`config.mk`:
```
export PLATFORM = sky130hd
export DESIGN_NAME = spim_front
export DESIGN_NICKNAME = d
export VERILOG_FILES = /design/src/rtl/spim_pkg.sv /design/src/rtl/spim_fifo.sv /design/src/rtl/spim_status.sv /design/src/rtl/spim_front.sv
export SDC_FILE = /design/constraint.sdc
export NUM_CORES = 2
export LEC_CHECK = 0
export BUFFER_PORTS_ARGS = -buffer_cell sky130_fd_sc_hd__clkbuf_2
export CORE_MARGIN = 5
export CORE_UTILIZATION = 63
export CTS_BUF_LIST = sky130_fd_sc_hd__clkbuf_16
export CTS_CLUSTER_DIAMETER = 40
export DETAILED_ROUTE_END_ITERATION = 8
export PLACE_DENSITY = 0.79
export SLEW_MARGIN = 20
export SYNTH_ARGS = -nofsm -noshare
export SYNTH_HDL_FRONTEND = slang
export SYNTH_SLANG_ARGS = --single-unit
```
`constraint.sdc`:
```
create_clock -name clk -period 8.59 [get_ports clk]
set_clock_uncertainty 0.1 [all_clocks]
set_input_delay 0.4295 -clock clk [delete_from_list [all_inputs] [get_ports clk]]
set_output_delay 0.4295 -clock clk [all_outputs]
set_load 0.05 [all_outputs]
```
`src/rtl/spim_pkg.sv`:
```
package spim_pkg;
  localparam int OFS_RXD  = 'h00;
  localparam int OFS_TXD  = 'h04;
  localparam int OFS_IEN  = 'h10;
  localparam int OFS_THR  = 'h14;
  localparam int OFS_STAT = 'h18;

  localparam int ST_TXE   = 0;
  localparam int ST_TXREQ = 1;
  localparam int ST_TXF   = 2;
  localparam int ST_RXNE  = 3;
  localparam int ST_RXRDY = 4;
  localparam int ST_RXF   = 5;
  localparam int ST_OVF   = 6;
  localparam int ST_TC    = 7;
  localparam int NFLAG    = 8;

  localparam int THR_W    = 6;
  localparam int THR_RX_LSB = 16;
endpackage

```
`src/rtl/spim_fifo.sv`:
```
module spim_fifo #(
  parameter int DATA_W = 32,
  parameter int DEPTH  = 64,
  localparam int AW = $clog2(DEPTH),
  localparam int LW = AW + 1
) (
  input  logic              clk,
  input  logic              rst_n,
  input  logic              push,
  input  logic [DATA_W-1:0] push_data,
  input  logic              pop,
  output logic [DATA_W-1:0] head,
  output logic [LW-1:0]     level,
  output logic              empty,
  output logic              full
);
  logic [DATA_W-1:0] mem [DEPTH];
  logic [AW:0] wr_ptr, rd_ptr;

  assign level = wr_ptr - rd_ptr;
  assign empty = (level == '0);
  assign full  = (level == LW'(DEPTH));
  assign head  = mem[rd_ptr[AW-1:0]];

  always_ff @(posedge clk) begin
    if (!rst_n) begin
      wr_ptr <= '0;
      rd_ptr <= '0;
    end else begin
      if (push) wr_ptr <= wr_ptr + 1'b1;
      if (pop)  rd_ptr <= rd_ptr + 1'b1;
    end
  end

  always_ff @(posedge clk) begin
    if (push) mem[wr_ptr[AW-1:0]] <= push_data;
  end

  AST_NO_OVERFLOW: assert property (@(posedge clk) disable iff (!rst_n)
    push |-> !full);
  AST_NO_UNDERFLOW: assert property (@(posedge clk) disable iff (!rst_n)
    pop |-> !empty);
endmodule

```
`src/rtl/spim_status.sv`:
```
module spim_status
  import spim_pkg::*;
#(
  parameter int DEPTH = 64,
  localparam int LW = $clog2(DEPTH) + 1,
  localparam int CW = (LW > THR_W) ? LW : THR_W
) (
  input  logic             clk,
  input  logic             rst_n,
  input  logic [LW-1:0]    tx_level,
  input  logic [LW-1:0]    rx_level,
  input  logic [THR_W-1:0] tx_thr,
  input  logic [THR_W-1:0] rx_thr,
  input  logic             rx_drop,
  input  logic             xfer_done,
  input  logic             clr_wr,
  input  logic [NFLAG-1:0] clr_mask,
  input  logic [NFLAG-1:0] ien,
  output logic [NFLAG-1:0] status,
  output logic             irq
);
  logic ovf_q, tc_q;
  logic [CW-1:0] txl_x, rxl_x, txt_x, rxt_x;

  assign txl_x = CW'(tx_level);
  assign rxl_x = CW'(rx_level);
  assign txt_x = CW'(tx_thr);
  assign rxt_x = CW'(rx_thr);

  always_comb begin
    status           = '0;
    status[ST_TXE]   = (tx_level == '0);
    status[ST_TXREQ] = (txl_x <= txt_x);
    status[ST_TXF]   = (tx_level == LW'(DEPTH));
    status[ST_RXNE]  = (rx_level != '0);
    status[ST_RXRDY] = (rxl_x > rxt_x);
    status[ST_RXF]   = (rx_level == LW'(DEPTH));
    status[ST_OVF]   = ovf_q;
    status[ST_TC]    = tc_q;
  end

  assign irq = |(status & ien);

  always_ff @(posedge clk) begin
    if (!rst_n) begin
      ovf_q <= 1'b0;
      tc_q  <= 1'b0;
    end else begin
      if (rx_drop)                          ovf_q <= 1'b1;
      else if (clr_wr && clr_mask[ST_OVF])  ovf_q <= 1'b0;
      if (xfer_done)                        tc_q  <= 1'b1;
      else if (clr_wr && clr_mask[ST_TC])   tc_q  <= 1'b0;
    end
  end

  AST_OVF_SET: assert property (@(posedge clk) disable iff (!rst_n)
    rx_drop |=> status[ST_OVF]);
  AST_TC_HOLD: assert property (@(posedge clk) disable iff (!rst_n)
    (status[ST_TC] && !(clr_wr && clr_mask[ST_TC])) |=> status[ST_TC]);
  AST_TC_SET: assert property (@(posedge clk) disable iff (!rst_n)
    xfer_done |=> status[ST_TC]);
  AST_IRQ_QUIET: assert property (@(posedge clk) disable iff (!rst_n)
    (ien == '0) |-> !irq);
endmodule

```
`src/rtl/spim_front.sv`:
```
module spim_front
  import spim_pkg::*;
#(
  parameter int DATA_W = 32,
  parameter int DEPTH  = 64,
  parameter int ADDR_W = 5,
  localparam int LW = $clog2(DEPTH) + 1
) (
  input  logic              clk,
  input  logic              rst_n,
  input  logic [ADDR_W-1:0] reg_addr,
  input  logic              reg_wr,
  input  logic [31:0]       reg_wdata,
  input  logic              reg_rd,
  output logic [31:0]       reg_rdata,
  output logic              eng_tx_valid,
  input  logic              eng_tx_ready,
  output logic [DATA_W-1:0] eng_tx_data,
  input  logic              eng_rx_valid,
  input  logic [DATA_W-1:0] eng_rx_data,
  input  logic              eng_done,
  output logic              irq
);
  logic sel_rxd, sel_txd, sel_ien, sel_thr, sel_stat;
  logic tx_push, tx_pop, tx_empty, tx_full;
  logic rx_push, rx_pop, rx_empty, rx_full, rx_drop;
  logic [LW-1:0] tx_level, rx_level;
  logic [DATA_W-1:0] rx_head;
  logic [NFLAG-1:0] ien_q, status;
  logic [THR_W-1:0] tx_thr_q, rx_thr_q;

  assign sel_rxd  = (reg_addr == ADDR_W'(OFS_RXD));
  assign sel_txd  = (reg_addr == ADDR_W'(OFS_TXD));
  assign sel_ien  = (reg_addr == ADDR_W'(OFS_IEN));
  assign sel_thr  = (reg_addr == ADDR_W'(OFS_THR));
  assign sel_stat = (reg_addr == ADDR_W'(OFS_STAT));

  assign tx_push = reg_wr && sel_txd && !tx_full;
  assign tx_pop  = eng_tx_ready && !tx_empty;
  assign rx_push = eng_rx_valid && !rx_full;
  assign rx_drop = eng_rx_valid && rx_full;
  assign rx_pop  = reg_rd && sel_rxd && !rx_empty;

  assign eng_tx_valid = !tx_empty;

  spim_fifo #(.DATA_W(DATA_W), .DEPTH(DEPTH)) u_txq (
    .clk(clk), .rst_n(rst_n),
    .push(tx_push), .push_data(reg_wdata[DATA_W-1:0]),
    .pop(tx_pop), .head(eng_tx_data),
    .level(tx_level), .empty(tx_empty), .full(tx_full));

  spim_fifo #(.DATA_W(DATA_W), .DEPTH(DEPTH)) u_rxq (
    .clk(clk), .rst_n(rst_n),
    .push(rx_push), .push_data(eng_rx_data),
    .pop(rx_pop), .head(rx_head),
    .level(rx_level), .empty(rx_empty), .full(rx_full));

  always_ff @(posedge clk) begin
    if (!rst_n) begin
      ien_q    <= '0;
      tx_thr_q <= '0;
      rx_thr_q <= '0;
    end else if (reg_wr) begin
      if (sel_ien) ien_q <= reg_wdata[NFLAG-1:0];
      if (sel_thr) begin
        tx_thr_q <= reg_wdata[THR_W-1:0];
        rx_thr_q <= reg_wdata[THR_RX_LSB +: THR_W];
      end
    end
  end

  spim_status #(.DEPTH(DEPTH)) u_stat (
    .clk(clk), .rst_n(rst_n),
    .tx_level(tx_level), .rx_level(rx_level),
    .tx_thr(tx_thr_q), .rx_thr(rx_thr_q),
    .rx_drop(rx_drop), .xfer_done(eng_done),
    .clr_wr(reg_wr && sel_stat), .clr_mask(reg_wdata[NFLAG-1:0]),
    .ien(ien_q), .status(status), .irq(irq));

  always_comb begin
    reg_rdata = '0;
    if (reg_rd) begin
      if (sel_rxd && !rx_empty) reg_rdata = 32'(rx_head);
      else if (sel_ien)         reg_rdata = 32'(ien_q);
      else if (sel_thr)         reg_rdata = (32'(rx_thr_q) << THR_RX_LSB) | 32'(tx_thr_q);
      else if (sel_stat)        reg_rdata = 32'(status);
    end
  end

  AST_RX_EMPTY_ZERO: assert property (@(posedge clk) disable iff (!rst_n)
    (reg_rd && sel_rxd && rx_empty) |-> (reg_rdata == '0));
  AST_TX_HOLD: assert property (@(posedge clk) disable iff (!rst_n)
    (eng_tx_valid && !eng_tx_ready && !(reg_wr && sel_txd)) |=>
      (eng_tx_valid && $stable(eng_tx_data)));
  AST_RX_FULL_KEEP: assert property (@(posedge clk) disable iff (!rst_n)
    (rx_full && !(reg_rd && sel_rxd)) |=> rx_full);
endmodule

```
==> metrics.txt <==
power share of the clock group=44.4%; Yosys warning count=0; clk slew on worst S/H paths=0.07 ns; DRC Markers=0; largest net degree at the start of global routing=149; final worst-path cycle share=71.2%; Worst path max stage delay=0.92 ns; FF-to-FF path depth=11; pre-CTS setup slack=3.11 ns; die height=513 um; Worst EP arrival=5.58 ns; #FFs+latches synth=4158; actual slew at the worst max-slew pin=1.27 ns; CTS buffer count=477; hpwl dp=227 mm; gr usage total=35.8%; critical path's most frequent cell=a21oi_1; Reg-to-Reg End=u_txq.mem[20][25]; Setup Buffers After CTS=0; H-Tree Depth=5; drt via density=7.53; Setup crit end kind=primary output; clock net sink count=4158; setup TNS=0 ns; core outline area=252000 sq um; Leak=55.6 nW; sequential power share=47.5%; layout cell share with drive strength beyond 1=33.4%; DR vias=82700; final worst path period need=6.11 ns; Max FO, Critical Path=65; 1st-pass router iterations=8; worst skew pair latency=1.01 ns; post-DR wirelength/cell=43.0 um; initial core utilization=63.3%; nets@finish=7322; mapped cell area=159000 sq um; final hold viol count=0; ys async rst share=0%; Switching Fraction=23.6%; post-cts sizing count=0; Final Instance Area=183000 sq um; Internal Power=0.0360 W; worst vdd ir=0.000267 V; Die Span X=513 um; num rows=184; post-synth cell types=69; RePlAce Congestion=0.848; RSZ-0062 raised after global routing=no; relative slew slack=15.1%; CTS root buf=clkbuf_16; initial antenna violation count=49; Post-Syn Instances=6685; DRT antenna net count=0; EDFF count, synth=4096; crit-path cells=buf_4, mux4_2, nor2b_1, a211oi_1, a21oi_1, mux2i_1, a21oi_1, clkbuf_2; FMAX=164 MHz; Die ar.=263000 sq um; 1st-iter DRT viols=14600; Post-DP Area=166000 sq um; CP max stage cell=dfxtp_4; outcome=finished, final reports clean; Port Buffers=141; total gr overflow=0; Post-Syn Area per Cell=23.8 sq um; CTS tree=yes; clk buf depth=4; crit path to=eng_tx_data[4]; IO Pins=142; Power Density=258 nW/um^2; hold slack=0.00982 ns; CP startpoint kind=flip-flop; Area Overhead vs Synth=14.7%; worst hold path class=in2reg; start of the worst register-to-register path=u_txq.wr_ptr[0]; first-pass GRT wire length=652 mm; Comb pwr share=8.1%; setup ws final=2.48 ns; NetSw=0.0111 W; Slew Viols, Final=0; fillers=12500; Final Util=72.6%; Mapped Nets=6791; R2R Setup Slk=2.81 ns; WS Path Type=reg2out; hold_buf cts=49; vias in the first global route=82600; # Max-Cap Violations=0; final WL=473 mm; worst path required time=8.06 ns; Synth Flop Type=edfxtp_1; Final Setup Violations=0; sequential element share of the synthesized area=78.0%
-- worst max-delay path: cells and delay by family, from the launching register on --
kind	cells	cell delay, ns
AOI/OAI and AO/OA	3	1.42
buffers and inverters	2	1.22
DFF	1	0.92
muxes	2	0.74
and+or+nand+nor	1	0.16
-- area by class of cell --
cell class	instances	area (sq um)	share of cell area (%)
Sequential cell	4158	124000	68.0
Clock buffer	481	12000	6.59
Timing Repair Buffer	421	3670	2.01
Multi-Input combinational cell	2123	34300	18.8
Clock inverter	394	4110	2.25
Inverter	35	131	0.0719
Tap cell	3348	4190	2.29
Antenna cell	25	62.6	0.0342
-- synthesized netlist by cell type, drive strengths merged, types with 9 or more instances --
cell	n	share of area, %
nand3	44	0.14
a21oi	116	0.36
and3	17	0.067
a211oi	41	0.19
ha	28	0.22
inv	34	0.080
or3	15	0.059
buf	211	0.68
dfxtp	62	0.78
nor3	32	0.10
nor2	155	0.37
mux2i	47	0.30
nand2	108	0.25
o21ai	22	0.097
edfxtp	4096	77
a22oi	99	0.47
mux4	1236	17
nor2b	32	0.13
clkbuf	158	0.37
xor2	9	0.054
xnor2	14	0.077
-- per-layer routing --
| layer | vias up | global-route usage (%) | routed length [um] |
|---|---|---|---|
| li1 | 30000 | - | - |
| met1 | 42900 | 44.4 | 142000 |
| met2 | 8294 | 58.6 | 236000 |
| met3 | 1590 | 7.27 | 54600 |
| met4 | 26 | 22.8 | 39800 |
| met5 | - | 0 | 175 |
-- state kept, by name, indices dropped and copies added (netlist names), 7 cells and up, named ones only --
register and count:
u_rxq.mem 2048, u_txq.mem 2048, ien_q 8, u_rxq.rd_ptr 7
u_rxq.wr_ptr 7, u_txq.rd_ptr 7, u_txq.wr_ptr 7
-- worst min path at each step --
stage	startpoint	end	slack (ns)	depth (start not counted)
finish	reg_wdata[23]	u_txq.mem[2][23]	0.01	2
global route	reg_wdata[0]	u_txq.mem[8][0]	0.01	2
CTS	reg_wdata[8]	u_txq.mem[18][8]	0.001	2
detailed placement	ien_q[7]	ien_q[7]	0.37	2
global placement	ien_q[7]	ien_q[7]	0.36	2
floorplan	ien_q[2]	ien_q[2]	0.35	2
-- cell families after synthesis --
logic type	synth area share [%]
buf+inv	1.14
fa+ha+maj	0.245
simple gates	1.35
flops	78.0
mux	17.8
compound gates	1.41
xor+xnor	0.131
-- power by group through the flow --
| stage | Combinational (W) | Clock (W) | Sequential, W |
|---|---|---|---|
| floorplan | 0.00227 | 0 | 0.0228 |
| CTS | 0.00377 | 0.0209 | 0.0224 |
| global placement | 0.00355 | 0 | 0.0228 |
| global route | 0.00392 | 0.0220 | 0.0224 |
| finish | 0.00382 | 0.0209 | 0.0224 |
| detailed placement | 0.00363 | 0 | 0.0228 |
-- layout by cell type, fill, tap and decap left out, types with 42 or more instances in the layout --
cell type / netlist / routed
a21oi_1: 116 / 116
a22oi_1: 99 / 99
buf_4: 27 / 190
bufinv_16: 0 / 65
clkbuf_16: 0 / 481
clkbuf_2: 0 / 116
clkinv_1: 1 / 56
clkinv_2: 0 / 74
clkinv_4: 0 / 46
clkinvlp_4: 0 / 51
dfxtp_1: 62 / 50
dlygate4sd3_1: 0 / 50
edfxtp_1: 4096 / 4096
inv_1: 33 / 81
mux2i_1: 47 / 47
mux4_2: 1236 / 1236
nand2_1: 108 / 108
nand3_1: 44 / 42
nor2_1: 155 / 42
nor2_4: 0 / 113
-- through the flow --
step                      power, W  std cells
final                       0.0472      11000
after global routing        0.0483      11000
after CTS                   0.0471      10900
after detailed placement    0.0265      10000
after global placement      0.0264      10000
after floorplan             0.0250       6685
No activity file was read; power rests on OpenSTA's default activity.
